`src/rtl/srch_trip_pkg.sv`:
```
// Shared types for the search triplet step engine.
// Assumes: none; holds only type definitions.
package srch_trip_pkg;

    // Sequencer states; one slot is outstanding in each *_WAIT state.
    typedef enum logic [3:0] {
        ST_IDLE     = 4'd0,
        ST_ID_REQ   = 4'd1,
        ST_ID_WAIT  = 4'd2,
        ST_CMP_REQ  = 4'd3,
        ST_CMP_WAIT = 4'd4,
        ST_DECIDE   = 4'd5,
        ST_DIR_REQ  = 4'd6,
        ST_DIR_WAIT = 4'd7,
        ST_REPORT   = 4'd8
    } step_state_t;

    // Status word; the last member is bit 0.
    typedef struct packed {
        logic dir_taken;
        logic cmp_bit;
        logic id_bit;
    } step_result_t;

endpackage

```
`src/rtl/srch_trip_branch.sv`:
```
// Branch decision for one search step.
// Combinational: from the captured identifier bit, complement bit and
// preferred direction it derives the abort flag, the direction to write
// and the status word.
// Assumes its inputs are stable while the sequencer uses its outputs.
module srch_trip_branch
    import srch_trip_pkg::*;
(
    input  logic         id_bit_i,
    input  logic         cmp_bit_i,
    input  logic         pref_dir_i,
    output logic         abort_o,
    output logic         dir_o,
    output step_result_t result_o
);

    // Pick the branch: a lone 1 wins, two 0s defer to the caller, two 1s abort.
    always_comb begin
        abort_o = id_bit_i & cmp_bit_i;
        if (id_bit_i ^ cmp_bit_i)
            dir_o = id_bit_i;
        else if (!id_bit_i && !cmp_bit_i)
            dir_o = pref_dir_i;
        else
            dir_o = 1'b0;
        result_o.id_bit    = id_bit_i;
        result_o.cmp_bit   = cmp_bit_i;
        result_o.dir_taken = dir_o;
    end

endmodule

```
`src/rtl/srch_trip_seq.sv`:
```
// Slot sequencer for one search step.
// It requests read, read and write slots in turn, captures the two read
// values and the preferred direction, and signals when the result must be
// published.
// Assumes: the slot generator answers each one-cycle request with one
// one-cycle done pulse no earlier than the cycle after the request.
module srch_trip_seq
    import srch_trip_pkg::*;
(
    input  logic clk,
    input  logic rst_n,
    input  logic start_i,
    input  logic pref_dir_i,
    input  logic slot_done_i,
    input  logic slot_bit_i,
    input  logic abort_i,
    output logic slot_req_o,
    output logic slot_wr_o,
    output logic busy_o,
    output logic done_o,
    output logic publish_o,
    output logic id_q_o,
    output logic cmp_q_o,
    output logic pref_q_o
);

    step_state_t state, state_nx;

    // Next-state selection; starts are honoured only in idle.
    always_comb begin
        state_nx = state;
        case (state)
            ST_IDLE:     if (start_i) state_nx = ST_ID_REQ;
            ST_ID_REQ:   state_nx = ST_ID_WAIT;
            ST_ID_WAIT:  if (slot_done_i) state_nx = ST_CMP_REQ;
            ST_CMP_REQ:  state_nx = ST_CMP_WAIT;
            ST_CMP_WAIT: if (slot_done_i) state_nx = ST_DECIDE;
            ST_DECIDE:   state_nx = abort_i ? ST_REPORT : ST_DIR_REQ;
            ST_DIR_REQ:  state_nx = ST_DIR_WAIT;
            ST_DIR_WAIT: if (slot_done_i) state_nx = ST_REPORT;
            ST_REPORT:   state_nx = ST_IDLE;
            default:     state_nx = ST_IDLE;
        endcase
    end

    // State register with synchronous reset.
    always_ff @(posedge clk) begin
        if (!rst_n) state <= ST_IDLE;
        else        state <= state_nx;
    end

    // Capture the caller's preferred direction with an accepted start.
    always_ff @(posedge clk) begin
        if (!rst_n)                          pref_q_o <= 1'b0;
        else if (state == ST_IDLE && start_i) pref_q_o <= pref_dir_i;
    end

    // Capture the identifier and complement bits as their read slots finish.
    always_ff @(posedge clk) begin
        if (!rst_n) begin
            id_q_o  <= 1'b0;
            cmp_q_o <= 1'b0;
        end else if (slot_done_i) begin
            if (state == ST_ID_WAIT)  id_q_o  <= slot_bit_i;
            if (state == ST_CMP_WAIT) cmp_q_o <= slot_bit_i;
        end
    end

    // Decode slot requests and handshake flags from the state.
    always_comb begin
        slot_req_o = (state == ST_ID_REQ) || (state == ST_CMP_REQ) || (state == ST_DIR_REQ);
        slot_wr_o  = (state == ST_DIR_REQ);
        busy_o     = (state != ST_IDLE);
        done_o     = (state == ST_REPORT);
        publish_o  = (state_nx == ST_REPORT) && (state != ST_REPORT);
    end

    // a request lasts one cycle only.
    a_r10_req_pulse: assert property (@(posedge clk) disable iff (!rst_n)
        slot_req_o |=> !slot_req_o);

    // a stray slot completion while idle does not start anything.
    a_r10_stray_done: assert property (@(posedge clk) disable iff (!rst_n)
        (state == ST_IDLE && slot_done_i && !start_i) |=> (state == ST_IDLE));

    // done is a single-cycle pulse followed by idle.
    a_r7_done_pulse: assert property (@(posedge clk) disable iff (!rst_n)
        done_o |=> (!done_o && !busy_o));

    // a busy sequencer never re-enters the first read request.
    a_r8_no_restart: assert property (@(posedge clk) disable iff (!rst_n)
        (state != ST_IDLE) |=> (state != ST_ID_REQ));

    // the captured preferred direction holds while a step runs.
    a_r8_pref_held: assert property (@(posedge clk) disable iff (!rst_n)
        (busy_o && $past(busy_o)) |-> $stable(pref_q_o));

endmodule

```
`src/rtl/rom_search_step.sv`:
```
// Top of the search triplet step engine.
// It joins the slot sequencer to the branch decision and holds the
// published status word.
// Assumes: slot generator handshake as described for srch_trip_seq.
module rom_search_step
    import srch_trip_pkg::*;
(
    input  logic       clk,
    input  logic       rst_n,
    input  logic       start_i,
    input  logic       pref_dir_i,
    output logic       slot_req_o,
    output logic       slot_wr_o,
    output logic       slot_val_o,
    input  logic       slot_done_i,
    input  logic       slot_bit_i,
    output logic       busy_o,
    output logic       done_o,
    output logic [2:0] status_o
);

    logic         abort_w, dir_w, publish_w;
    logic         id_q, cmp_q, pref_q;
    step_result_t result_w, status_q;

    srch_trip_seq u_seq (
        .clk         (clk),
        .rst_n       (rst_n),
        .start_i     (start_i),
        .pref_dir_i  (pref_dir_i),
        .slot_done_i (slot_done_i),
        .slot_bit_i  (slot_bit_i),
        .abort_i     (abort_w),
        .slot_req_o  (slot_req_o),
        .slot_wr_o   (slot_wr_o),
        .busy_o      (busy_o),
        .done_o      (done_o),
        .publish_o   (publish_w),
        .id_q_o      (id_q),
        .cmp_q_o     (cmp_q),
        .pref_q_o    (pref_q)
    );

    srch_trip_branch u_branch (
        .id_bit_i   (id_q),
        .cmp_bit_i  (cmp_q),
        .pref_dir_i (pref_q),
        .abort_o    (abort_w),
        .dir_o      (dir_w),
        .result_o   (result_w)
    );

    // Hold the status word; replace it only when a step reports.
    always_ff @(posedge clk) begin
        if (!rst_n)         status_q <= '0;
        else if (publish_w) status_q <= result_w;
    end

    assign slot_val_o = dir_w;
    assign status_o   = status_q;

    // no write slot is ever requested after two 1 reads.
    a_r4_no_write_on_abort: assert property (@(posedge clk) disable iff (!rst_n)
        (slot_req_o && slot_wr_o) |-> !(id_q && cmp_q));

    // with disagreeing reads the written bit follows the identifier bit.
    a_r6_dir_follows_id: assert property (@(posedge clk) disable iff (!rst_n)
        (slot_req_o && slot_wr_o && (id_q != cmp_q)) |-> (slot_val_o == id_q));

    // the status word moves only in a done cycle.
    a_r9_status_hold: assert property (@(posedge clk) disable iff (!rst_n)
        !done_o |-> $stable(status_o));

endmodule

```
`config.mk`:
```
export PLATFORM = sky130hd
export DESIGN_NAME = rom_search_step
export DESIGN_NICKNAME = d
export VERILOG_FILES = /design/src/rtl/srch_trip_pkg.sv /design/src/rtl/srch_trip_branch.sv /design/src/rtl/srch_trip_seq.sv /design/src/rtl/rom_search_step.sv
export SDC_FILE = /design/constraint.sdc
export NUM_CORES = 1
export LEC_CHECK = 0
export BUFFER_PORTS_ARGS = -buffer_cell sky130_fd_sc_hd__buf_2
export CORE_AREA = 10 10 47 49
export CTS_BUF_LIST = sky130_fd_sc_hd__clkbuf_4
export CTS_CLUSTER_DIAMETER = 80
export DETAILED_ROUTE_END_ITERATION = 6
export DIE_AREA = 0 0 57 59
export PLACE_DENSITY = 0.79
export REMOVE_ABC_BUFFERS = 1
export SYNTH_ARGS = -nofsm -noshare
export SYNTH_HDL_FRONTEND = slang
export SYNTH_SLANG_ARGS = --single-unit
```
`constraint.sdc`:
```
create_clock -name clk -period 1.66 [get_ports clk]
set_input_delay 0.332 -clock clk [delete_from_list [all_inputs] [get_ports clk]]
set_output_delay 0.332 -clock clk [all_outputs]
set_load 0.01 [all_outputs]
```
=== Word-level counts from Yosys, hierarchy flattened ===
Index checks and enable logic that the tools add are counted.

* Bits in registers: 10
* Bits of input ports: 6
* Output and inout bits: 8
* Word-level logic and storage cells: 38

* Equal/unequal tests: 10
* Mux-type cells: 8
* Bitwise operators: 2
* Reduce and logical (&&, ||, !) cells: 11

{| class="wikitable"
|+ Operators with widths
! operator !! number
|-
| 4-bit case mux with 8 select lines || 1
|-
| 4-bit two-way mux || 5
|-
| 4-bit by 3-bit == test with 1-bit output (second input constant) || 4
|-
| 4-bit by 2-bit == test with 1-bit output (second input constant) || 2
|-
| 4-bit == test (second input constant) || 2
|-
| 4-bit by 1-bit == test with 1-bit output (second input constant) || 1
|-
| 4-bit zero test || 1
|-
| 4-bit != test (second input constant) || 1
|-
| 2-bit AND reduction || 2
|-
| 4-bit nonzero test || 1
|-
| 1-bit logical AND || 3
|-
| 1-bit zero test || 2
|-
| 1-bit logical OR || 2
|-
| 1-bit two-way mux || 2
|-
| 1-bit AND || 1
|-
| 1-bit bitwise XOR || 1
|}

=== Depth between registers and ports, before layout ===
Gate-level depths: netlist of run 1.

* Depth in word-level cells: 5
* Depth in mapped cells: 5
* Depth with buffers taken out: 5

=== Hierarchy ===
Synthesis of run 1 repeated with hierarchy kept, for this count alone.

* Cell total of the unflattened synthesis: 69
* Area total of the unflattened synthesis: 588.1 um^2

{| class="wikitable"
|+ Modules (own cells, without submodules)
! module !! instances !! cells each !! area each (um^2) !! sequential area each (um^2)
|-
| srch_trip_seq || 1 || 50 || 411.6 || 140.1
|-
| rom_search_step || 1 || 9 || 108.9 || 60.1
|-
| srch_trip_branch || 1 || 10 || 67.6 || 0.0
|}

=== Worst setup path after synthesis of run 1 ===
OpenSTA, ideal clock, no wires.

* Path type: register -> register
* Start: register u_seq.id_q_o
* End: register status_q (netlist bit status_o[2])
* Setup time: 0.122 ns
* Arrival time: 1.280 ns
* Data required time: 1.538 ns
* Path slack: 0.258 ns
* Cell stages (with the launch flop): 6
* Buffers on the path: 0
* Clock period less this slack: 1.402 ns
* Path through: dfxtp_1 -> inv_1 -> ha_1 -> nand2_1 -> o21ai_0 -> o311a_1

* Elaborated cells between the ends (all ways): 10
* Those cells by class: eq/ne (1); mux (4); bitwise (2); reduce/logical (3)

{| class="wikitable"
|+ RTL lines
! item !! line !! source
|-
| start: declaration || srch_trip_seq.sv:22 || <nowiki>output logic id_q_o,</nowiki>
|-
| start signal: assignment || srch_trip_seq.sv:64 || <nowiki>if (state == ST_ID_WAIT) id_q_o <= slot_bit_i;</nowiki>
|-
| 1-bit zero test || srch_trip_branch.sv:22 || <nowiki>else if (!id_bit_i && !cmp_bit_i)</nowiki>
|-
| 1-bit logical AND || srch_trip_branch.sv:22 ||
|-
| 1-bit two-way mux || srch_trip_branch.sv:22 ||
|-
| 1-bit two-way mux (*) || srch_trip_branch.sv:20 || <nowiki>if (id_bit_i ^ cmp_bit_i)</nowiki>
|-
| via slot_val_o || rom_search_step.sv:14 || <nowiki>output logic slot_val_o,</nowiki>
|-
| end signal: assignment || rom_search_step.sv:56 || <nowiki>else if (publish_w) status_q <= result_w;</nowiki>
|-
| end: declaration || rom_search_step.sv:24 || <nowiki>step_result_t result_w, status_q;</nowiki>
|}

The timed path passes the listed nets; every way through them passes the cells marked *.
A chain may end at the register's enable or synchronous reset.

=== Final worst setup path of run 1 ===
* Start: register u_seq.state[0]
* End: output port busy_o

* Word-level cells in the longest chain between the ends: 1

{| class="wikitable"
|+ Ends and longest elaborated chain
! item !! line !! source
|-
| start: declaration || srch_trip_seq.sv:27 || <nowiki>step_state_t state, state_nx;</nowiki>
|-
| start signal: assignment || srch_trip_seq.sv:49 || <nowiki>else state <= state_nx;</nowiki>
|-
| 4-bit nonzero test || srch_trip_seq.sv:73 || <nowiki>busy_o = (state != ST_IDLE);</nowiki>
|-
| end: declaration || rom_search_step.sv:17 || <nowiki>output logic busy_o,</nowiki>
|}

Every way passes these cells.

==> results of run 1 <==
-- sequential cells by signal (all words and copies together), names as in the netlist --
name	flops
u_seq.pref_q_o	1
status_o	3
u_seq.id_q_o	1
u_seq.state	4
u_seq.cmp_q_o	1
-- path summary, 6_finish.rpt --
path | from | to | slack (ns) | cells past startpoint
max | u_seq.state[0] | busy_o | 0.04 | 2
min | pref_dir_i | u_seq.pref_q_o | 0.31 | 3
max reg2reg | u_seq.state[1] | u_seq.state[0] | 0.35 | 4
min reg2reg | status_o[0] | status_o[0] | 0.48 | 2
-- power groups by stage --
stage	clock (mW)	sequential [mW]	combinational, mW
final	0.166	0.268	0.160
after global routing	0.176	0.270	0.177
after CTS	0.167	0.267	0.147
after detailed placement	0	0.276	0.132
after global placement	0	0.275	0.129
after floorplan	0	0.277	0.0819
-- area by class of cell --
type                    count  area (µm²)  share of cell area
multi-input cells          55         380               0.508
flip-flops and latches     10         209               0.279
repair buffers             17         101               0.135
clock buffers               3        22.5              0.0301
well taps                  16        20.0              0.0268
inverters                   4        15.0              0.0201
-- metal layers --
layer  wire length [µm]  part of all wire  up-vias  track usage
met4                 51             0.035        0       0.0805
li1                   -                 -      290            -
met3                 95             0.065        4       0.0279
met2                680              0.47       19        0.150
met1                629              0.43      255       0.0924
met5                  0                 0        -            0
-- timing repair --
item | CTS | global route
gates resized for setup | 4 | 8
endpoints found under the setup margin | 4 | 5
setup buffers | 2 | 0
hold endpoints to repair | 0 | 0
-- synth_stat cells, types with 2 or more instances --
| cell | number | area (µm²) |
|---|---|---|
| dfxtp_1 | 10 | 200 |
| a21oi_1 | 9 | 45.0 |
| nor2b_1 | 6 | 37.5 |
| nand2_1 | 5 | 18.8 |
| inv_1 | 4 | 15.0 |
| o21ai_0 | 4 | 20.0 |
| buf_2 | 3 | 15.0 |
| nand3_1 | 3 | 15.0 |
| nor2_1 | 3 | 11.3 |
| a21o_1 | 2 | 15.0 |
| a31o_2 | 2 | 17.5 |
| ha_1 | 2 | 25.0 |
| mux2i_1 | 2 | 20.0 |
| nand4_1 | 2 | 12.5 |
-- critical path, delay by kind of cell (launching register included) --
kind | cells | cell delay (ns)
buffers and inverters | 1 | 0.14
DFF | 1 | 0.36
and+or+nand+nor | 1 | 0.52
-- cell families (layout without fill, tap and decap cells) --
logic type | count (synthesis) | after routing | synth area share
AOI/OAI and AO/OA | 20 | 20 | 0.206
adders and majority gates | 2 | 2 | 0.0420
DFF | 10 | 10 | 0.336
buffers and inverters | 8 | 24 | 0.0630
muxes | 3 | 3 | 0.0525
and+or+nand+nor | 30 | 30 | 0.300
==> results.sh, run 1 <==
export IMPL_outcome="completed"
export IMPL_hold_path_class="primary input to flip-flop"
export IMPL_dp_cells=100
export IMPL_cp_end_kind="primary output"
export IMPL_dieArea_um2=3360
export IMPL_grt_first_pass_wirelength_um=2460
export IMPL_p_total_uw=594
export IMPL_fin_skew_ns=0.00228
export IMPL_whs_ns=0.307
export IMPL_grt_pass1_vias=560
export IMPL_first_pass_iters=4
export IMPL_postSynthAreaPerCell_um2=8.16
export IMPL_die_x_um=57
export IMPL_h_tree_depth=1
export IMPL_dp_worst_setup_slack_ns=0.164
export IMPL_synth_cells=73
export IMPL_hold_viol_final=0
export IMPL_rows=14
export IMPL_fillers=147
export IMPL_cap_violations=0
export IMPL_design_area_um2=748
export IMPL_grt_usage=0.0915
export IMPL_clock_latency_ns=0.27
export IMPL_rsz0062_at_grt="false"
export IMPL_synthToLayoutAreaGrowth_pct=25.6
export IMPL_nNetsFinal=99
export IMPL_place_congestion=0.829
export IMPL_placedInstanceArea_um2=673
export IMPL_crit_fanout=6
export IMPL_vdd_drop_max_uv=672
export IMPL_max_freq_ghz=0.616
export IMPL_internal_power_uw=417
export IMPL_grt_max_degree=14
export IMPL_io_pins=14
export IMPL_drtAntennaViolNets=0
export IMPL_setup_viol=0
export IMPL_path_class="flip-flop to primary output"
export IMPL_clock_sinks=10
export IMPL_core_um2=1400
export IMPL_layout_drive_gt1_share=0.382
export IMPL_die_h_um=59
export IMPL_pwr_share_comb=0.269
export IMPL_worst_path_max_delay_cell="or4_4"
export IMPL_cp_slowest_stage_delay_ns=0.52
export IMPL_cts_buffers=3
export IMPL_final_cell_mix="buf_2, a21oi_1, nor2b_1"
export IMPL_finalSetupTns_ns=0
export IMPL_start_kind="flip-flop"
export IMPL_max_slew_margin=0.797
export IMPL_cp_required_ns=1.33
export IMPL_syn_area_um2=596
export IMPL_vias=568
export IMPL_synth_ff_type="dfxtp_1"
export IMPL_cts_hold_buffers=0
export IMPL_synth_seq_cells=10
export IMPL_p_sw_frac=0.297
export IMPL_worst_pin_slew_ns=0.296
export IMPL_static_leakage_power_nw=0.333
export IMPL_grt_ovfl_total=0
export IMPL_p_clk_frac=0.280
export IMPL_min_period_over_period=0.977
export IMPL_fin_crit_ns=1.62
export IMPL_viasPerCell=5.41
export IMPL_seqPwrFrac=0.451
export IMPL_antenna_found_initial=0
export IMPL_drt_iter0_drc=13
export IMPL_synth_warnings=0
export IMPL_clk_pin_slew_ns=0.06
export IMPL_drc=0
export IMPL_final_common_cell="buf_2"
export IMPL_switchingPower_uw=176
export IMPL_totalWireLength_um=1460
export IMPL_synth_edf_count=0
export IMPL_finalNonFillerCells=105
export IMPL_utilization=0.534
export IMPL_synth_cell_types=30
export IMPL_slew_viol_final=0
export IMPL_io_buffers=13
export IMPL_path_cells="or4_4 -> buf_6"
export IMPL_diodes=0
export IMPL_clock_root_buffer="clkbuf_4"
export IMPL_worst_slack_ns=0.0376
export IMPL_ys_seq_area_frac=0.336
export IMPL_start_util=0.425
export IMPL_synthArstFlopShare=0
export IMPL_cts_tree="yes"
export IMPL_power_density_nw_per_um2=794
export IMPL_cts_max_path_buffers=2
export IMPL_avgRoutedWirePerCell_um=13.9
export IMPL_cp_arrival_ns=1.29
(Power assumes the default switching activity.)
==> run 2, diff against run 1 <==
--- a/config.mk
+++ b/config.mk
@@ -5,13 +5,14 @@
 export SDC_FILE = /design/constraint.sdc
 export NUM_CORES = 1
 export LEC_CHECK = 0
+export ABC_AREA = 1
 export BUFFER_PORTS_ARGS = -buffer_cell sky130_fd_sc_hd__buf_2
 export CORE_AREA = 10 10 47 49
 export CTS_BUF_LIST = sky130_fd_sc_hd__clkbuf_4
 export CTS_CLUSTER_DIAMETER = 80
 export DETAILED_ROUTE_END_ITERATION = 6
 export DIE_AREA = 0 0 57 59
-export PLACE_DENSITY = 0.79
+export PLACE_DENSITY = 0.77
 export REMOVE_ABC_BUFFERS = 1
 export SYNTH_ARGS = -nofsm -noshare
 export SYNTH_HDL_FRONTEND = slang
==> run 2 against run 1 <==
Compared with the run above:
- first-iteration DRC count down 77%
- core utilization down 4.0 points
- highest routed layer unchanged
- critical path type unchanged
- area after synthesis down 4.4%
- via count down 5.5%
- register-to-register slack better by 0.17 ns
==> results.sh, run 2 <==
export IMPL_clock_root_buffer="clkbuf_4"
export IMPL_totalWireLength_um=1190
export IMPL_rsz0062_at_grt="false"
export IMPL_synth_warnings=0
export IMPL_crit_fanout=4
export IMPL_hold_path_class="primary input to flip-flop"
export IMPL_cp_arrival_ns=1.25
export IMPL_die_x_um=57
export IMPL_clk_pin_slew_ns=0.06
export IMPL_largest_register="u_seq.state"
export IMPL_synthToLayoutAreaGrowth_pct=21.5
export IMPL_synth_cell_types=14
export IMPL_avgRoutedWirePerCell_um=10.8
export IMPL_placedInstanceArea_um2=654
export IMPL_static_leakage_power_nw=0.356
export IMPL_layout_drive_gt1_share=0.319
export IMPL_grt_pass1_vias=483
export IMPL_ys_top_cells_by_count="nand2_1, nor2_1, dfxtp_1, inv_1, a21oi_1"
export IMPL_synth_cells=78
export IMPL_diodes=0
export IMPL_r2r_start="u_seq.state[1]"
export IMPL_postSynthAreaPerCell_um2=7.30
export IMPL_design_area_um2=692
export IMPL_p_clk_frac=0.285
export IMPL_dieArea_um2=3360
export IMPL_grt_usage=0.0748
export IMPL_setup_viol=0
export IMPL_cap_violations=0
export IMPL_hold_viol_final=0
export IMPL_vias=537
export IMPL_pwr_share_comb=0.228
export IMPL_worst_path_max_delay_cell="dfxtp_2"
export IMPL_crit_end="slot_val_o"
export IMPL_ys_seq_area_frac=0.352
export IMPL_drtAntennaViolNets=0
export IMPL_cp_slowest_stage_delay_ns=0.35
export IMPL_viasPerCell=4.88
export IMPL_seqPwrFrac=0.487
export IMPL_cp_end_kind="primary output"
export IMPL_final_cell_mix="nand2_1, buf_2, inv_1, nor2_1"
export IMPL_drt_iter0_drc=3
export IMPL_antenna_found_initial=0
export IMPL_vdd_drop_max_uv=379
export IMPL_first_pass_iters=3
export IMPL_synth_top_cell_area_share=0.352
export IMPL_path_class="flip-flop to primary output"
export IMPL_synth_most_common_cell="nand2_1"
export IMPL_min_period_over_period=0.953
export IMPL_path_cells="inv_1 -> ha_1 -> nand2_1 -> o21ai_2 -> buf_2"
export IMPL_start_util=0.406
export IMPL_cts_tree="yes"
export IMPL_finalSetupTns_ns=0
export IMPL_dp_cells=107
export IMPL_clock_latency_ns=0.26
export IMPL_rrSetupSlack_ns=0.52
export IMPL_p_total_uw=553
export IMPL_io_buffers=13
export IMPL_nNetsFinal=104
export IMPL_grt_max_degree=8
export IMPL_outcome="completed"
export IMPL_cts_max_path_buffers=2
export IMPL_reg2reg_to="u_seq.cmp_q_o"
export IMPL_grt_first_pass_wirelength_um=2060
export IMPL_die_h_um=59
export IMPL_largest_reg_flops=4
export IMPL_power_density_nw_per_um2=799
export IMPL_max_slew_margin=0.804
export IMPL_io_pins=14
export IMPL_fin_skew_ns=0.00323
export IMPL_core_um2=1400
export IMPL_synth_edf_count=0
export IMPL_worst_pin_slew_ns=0.294
export IMPL_p_sw_frac=0.302
export IMPL_cp_required_ns=1.33
export IMPL_clock_sinks=10
export IMPL_cts_buffers=3
export IMPL_synthArstFlopShare=0
export IMPL_max_freq_ghz=0.632
export IMPL_synth_ff_type="dfxtp_1"
export IMPL_start_kind="flip-flop"
export IMPL_rows=14
export IMPL_synth_seq_cells=10
export IMPL_fin_crit_ns=1.58
export IMPL_finalNonFillerCells=110
export IMPL_h_tree_depth=1
export IMPL_netlist_top_cells_area="dfxtp_1, nand2_1, nor2_1, inv_1, a21oi_1"
export IMPL_hpwl_um=979
export IMPL_grt_ovfl_total=0
export IMPL_final_common_cell="nand2_1"
export IMPL_place_congestion=0.772
export IMPL_cp_startpoint="u_seq.id_q_o"
export IMPL_syn_area_um2=569
export IMPL_slew_viol_final=0
export IMPL_synth_top_cell_by_area="dfxtp_1"
export IMPL_whs_ns=0.346
export IMPL_cts_setup_buffers=0
export IMPL_internal_power_uw=386
export IMPL_reg2regPathDepth=4
export IMPL_switchingPower_uw=167
export IMPL_drc=0
run 2: changes by cell type after synthesis, sizes merged, moves of 4 or more:
cell   previous run  this run
nand2             5        16
inv               4        11
nor2b             6         0
buf               4         0
nor2              4        15
nand3             3        10
run 2: power by group through the flow:
stage / Clock (mW) / Combinational (mW) / Sequential [mW]
finish: 0.158 / 0.126 / 0.269
global route: 0.171 / 0.148 / 0.271
CTS: 0.165 / 0.124 / 0.267
detailed placement: 0 / 0.122 / 0.272
global placement: 0 / 0.120 / 0.271
floorplan: 0 / 0.0840 / 0.270
run 2: worst min-delay path by stage:
| stage | from | to | slack, ns | depth (start not counted) |
|---|---|---|---|---|
| floorplan | u_seq.pref_q_o | u_seq.pref_q_o | 0.42 | 2 |
| global placement | u_seq.pref_q_o | u_seq.pref_q_o | 0.44 | 2 |
| detailed placement | u_seq.pref_q_o | u_seq.pref_q_o | 0.44 | 2 |
| CTS | rst_n | status_o[2] | 0.34 | 3 |
| global route | rst_n | status_o[1] | 0.36 | 3 |
| finish | rst_n | status_o[2] | 0.35 | 3 |
run 2: kinds of logic (layout without fill, tap and decap cells):
logic type      count (synthesis)  in the layout  synth area share
simple gates                   44             44             0.435
buf+inv                        11             27            0.0725
fa+ha+maj                       2              2            0.0439
compound gates                 11             11            0.0967
flops                          10             10             0.352
run 2: worst max-delay path: cells and delay by family (launching register included):
family / cells / cell delay [ns]
DFF: 1 / 0.35
adders and majority gates: 1 / 0.31
buffers and inverters: 2 / 0.19
and+or+nand+nor: 1 / 0.09
AOI/OAI and AO/OA: 1 / 0.05
run 2: area by class of cell:
class,count,area [µm²]
Multi-Input combinational cell,57,339
Tap cell,16,20.0
Inverter,11,41.3
Fill cell,160,709
Timing Repair Buffer,13,65.1
Sequential cell,10,204
Clock buffer,3,22.5
run 2: repair_timing:
action	4_1_cts	5_1_grt
endpoints found under the setup margin	1	3
resized for setup	2	5
pin swaps	0	1
hold buffers	0	0
run 2: layer usage:
layer / routed length (µm) / up-vias / track usage
met5: 0 / - / 0
met4: 6 / 0 / 0.0403
met3: 94 / 2 / 0.0343
met2: 553 / 11 / 0.110
met1: 535 / 240 / 0.0884
li1: - / 284 / -
run 2: per-stage QoR:
step,util,worst slack [ns]
final,0.494,0.0774
after floorplan,-,0.284
after global placement,0.467,0.241
after CTS,0.484,0.0226
after global routing,0.494,0.00409
after detailed placement,0.467,0.206
==> run 3, diff against run 2 <==
--- a/config.mk
+++ b/config.mk
@@ -12,7 +12,7 @@
 export CTS_CLUSTER_DIAMETER = 80
 export DETAILED_ROUTE_END_ITERATION = 6
 export DIE_AREA = 0 0 57 59
-export PLACE_DENSITY = 0.77
+export PLACE_DENSITY = 0.8
 export REMOVE_ABC_BUFFERS = 1
 export SYNTH_ARGS = -nofsm -noshare
 export SYNTH_HDL_FRONTEND = slang
==> constraint.sdc (replaced) <==
create_clock -name clk -period 1.45 [get_ports clk]
set_input_delay 0.29 -clock clk [delete_from_list [all_inputs] [get_ports clk]]
set_output_delay 0.29 -clock clk [all_outputs]
set_load 0.01 [all_outputs]
==> run 3 against run 2 <==
Compared with the run above:
- sequential power rose by 17%
- critical path type unchanged
- core utilization rose by 9.7 points
- die area unchanged
- cell count increased by 9.1%
- sequential share of layout area shrank 3.5 points
- hold slack lost 0.041 ns
- the flow now finishes with violations (setup timing)
- final area up 20%
- sequential cell count stayed put
- largest cell class unchanged
==> results.sh, run 3 (synthesis results as in run 2) <==
export IMPL_outcome="finished with violations"
export IMPL_violations="setup timing"
export IMPL_max_slew_margin=0.865
export IMPL_die_x_um=57
export IMPL_cts_tree="yes"
export IMPL_layout_drive_gt1_share=0.471
export IMPL_worst_pin_slew_ns=0.201
export IMPL_io_pins=14
export IMPL_clock_latency_ns=0.27
export IMPL_pwr_share_comb=0.285
export IMPL_cp_end_kind="primary output"
export IMPL_fillers=121
export IMPL_grt_max_degree=8
export IMPL_cts_max_path_buffers=2
export IMPL_p_clk_frac=0.279
export IMPL_final_cell_mix="nand2_1, buf_2, nor2_1"
export IMPL_placedInstanceArea_um2=662
export IMPL_rrSetupSlack_ns=0.18
export IMPL_r2r_start="u_seq.cmp_q_o"
export IMPL_core_um2=1400
export IMPL_drc=0
export IMPL_cp_slowest_stage_delay_ns=0.35
export IMPL_fin_crit_ns=1.48
export IMPL_dp_worst_setup_slack_ns=0.0212
export IMPL_critical_path_top_delay_family="flip-flops"
export IMPL_largest_reg_flops=4
export IMPL_nNetsFinal=113
export IMPL_grt_first_pass_wirelength_um=2620
export IMPL_clk_pin_slew_ns=0.07
export IMPL_hpwl_um=1100
export IMPL_p_total_uw=723
export IMPL_first_pass_iters=4
export IMPL_hold_path_class="primary input to flip-flop"
export IMPL_power_density_nw_per_um2=873
export IMPL_worst_path_max_delay_cell="dfxtp_2"
export IMPL_design_area_um2=828
export IMPL_p_sw_frac=0.328
export IMPL_rsz0062_at_grt="true"
export IMPL_avgRoutedWirePerCell_um=13.9
export IMPL_seqPwrFrac=0.437
export IMPL_clock_root_buffer="clkbuf_4"
export IMPL_min_period_over_period=1.02
export IMPL_drt_iter0_drc=13
export IMPL_static_leakage_power_nw=0.424
export IMPL_grt_ovfl_total=0
export IMPL_grt_usage=0.0958
export IMPL_cp_depth=4
export IMPL_final_common_cell="nand2_1"
export IMPL_rows=14
export IMPL_cp_arrival_ns=1.19
export IMPL_totalWireLength_um=1670
export IMPL_reg2reg_to="status_o[0]"
export IMPL_internal_power_uw=486
export IMPL_dieArea_um2=3360
export IMPL_cts_buffers=3
export IMPL_path_cells="inv_2 -> ha_4 -> o21ai_4 -> buf_6"
export IMPL_grt_pass1_vias=638
export IMPL_largest_register="u_seq.state"
export IMPL_h_tree_depth=1
export IMPL_cap_violations=0
export IMPL_max_freq_ghz=0.676
export IMPL_start_kind="flip-flop"
export IMPL_switchingPower_uw=237
export IMPL_vias=609
export IMPL_worst_slack_ns=-0.0302
export IMPL_viasPerCell=5.08
export IMPL_vdd_drop_max_uv=581
export IMPL_place_congestion=0.760
export IMPL_clock_sinks=10
export IMPL_crit_fanout=2
export IMPL_path_class="flip-flop to primary output"
export IMPL_drtAntennaViolNets=0
export IMPL_cp_required_ns=1.16
export IMPL_slew_viol_final=0
export IMPL_hold_viol_final=0
export IMPL_reg2regPathDepth=7
export IMPL_crit_buf_inv=2
export IMPL_cp_startpoint="u_seq.cmp_q_o"
export IMPL_setup_viol=1
export IMPL_diodes=0
export IMPL_synthToLayoutAreaGrowth_pct=45.5
export IMPL_crit_end="slot_val_o"
export IMPL_start_util=0.406
export IMPL_fin_skew_ns=0.00421
export IMPL_antenna_found_initial=0
export IMPL_io_buffers=13
export IMPL_die_h_um=59
==> run 3: metrics by stage <==
step	utilization	hold WS, ns	setup TNS [ns]	std cells
2_1_floorplan	-	0.411	0	78
3_3_place_gp	0.472	0.437	0	108
3_5_place_dp	0.472	0.443	0	108
4_1_cts	0.543	0.310	-0.00841	115
5_1_grt	0.591	0.315	-0.118	120
6_report	0.591	0.304	-0.0302	120
==> run 3: worst reg2reg max path: stages (launching register included) <==
cell and delay [ns]:
dfxtp_2 0.34, buf_4 0.13, buf_4 0.13, ha_1 0.21, nand3_4 0.13, nand3b_1 0.11
nand2_1 0.07, nor2_1 0.04
==> run 3: per-layer routing <==
| layer | routed length, µm | part of all wire | GRT usage |
|---|---|---|---|
| met5 | 0 | 0 | 0 |
| met4 | 54 | 0.032 | 0.0570 |
| met3 | 125 | 0.075 | 0.0408 |
| met2 | 886 | 0.53 | 0.174 |
| met1 | 601 | 0.36 | 0.0873 |
==> run 3: timing repair <==
item                       in CTS  in global routing
hold endpoints to repair        0                  0
gates resized for setup        18                  8
pin swaps                       3                  2
setup buffers                   3                  5
hold buffers                    0                  0
setup endpoints to repair       5                  4
gates cloned                    0                  0
==> run 3: final cells by class <==
type / count / area, µm² / share of cell area
Clock buffer: 3 / 22.5 / 0.0272
Clock inverter: 1 / 3.75 / 0.00453
Inverter: 11 / 41.3 / 0.0498
Multi-Input combinational cell: 57 / 387 / 0.467
Sequential cell: 10 / 215 / 0.260
Tap cell: 16 / 20.0 / 0.0242
Timing Repair Buffer: 22 / 139 / 0.168
==> run 3: power groups by stage <==
stage	logic [mW]	clock network (mW)	registers [mW]
after global routing	0.227	0.216	0.318
final	0.206	0.202	0.316
after detailed placement	0.142	0	0.312
after floorplan	0.0961	0	0.309
after CTS	0.170	0.199	0.315
after global placement	0.139	0	0.311
==> run 3: worst min path at each step <==
stage	from	depth (start not counted)	slack, ns	endpoint
after floorplan	rst_n	2	0.41	status_o[0]
after global placement	u_seq.pref_q_o	2	0.44	u_seq.pref_q_o
after detailed placement	u_seq.pref_q_o	2	0.44	u_seq.pref_q_o
after CTS	start_i	3	0.31	u_seq.pref_q_o
after global routing	start_i	3	0.32	u_seq.pref_q_o
final	start_i	3	0.30	u_seq.pref_q_o
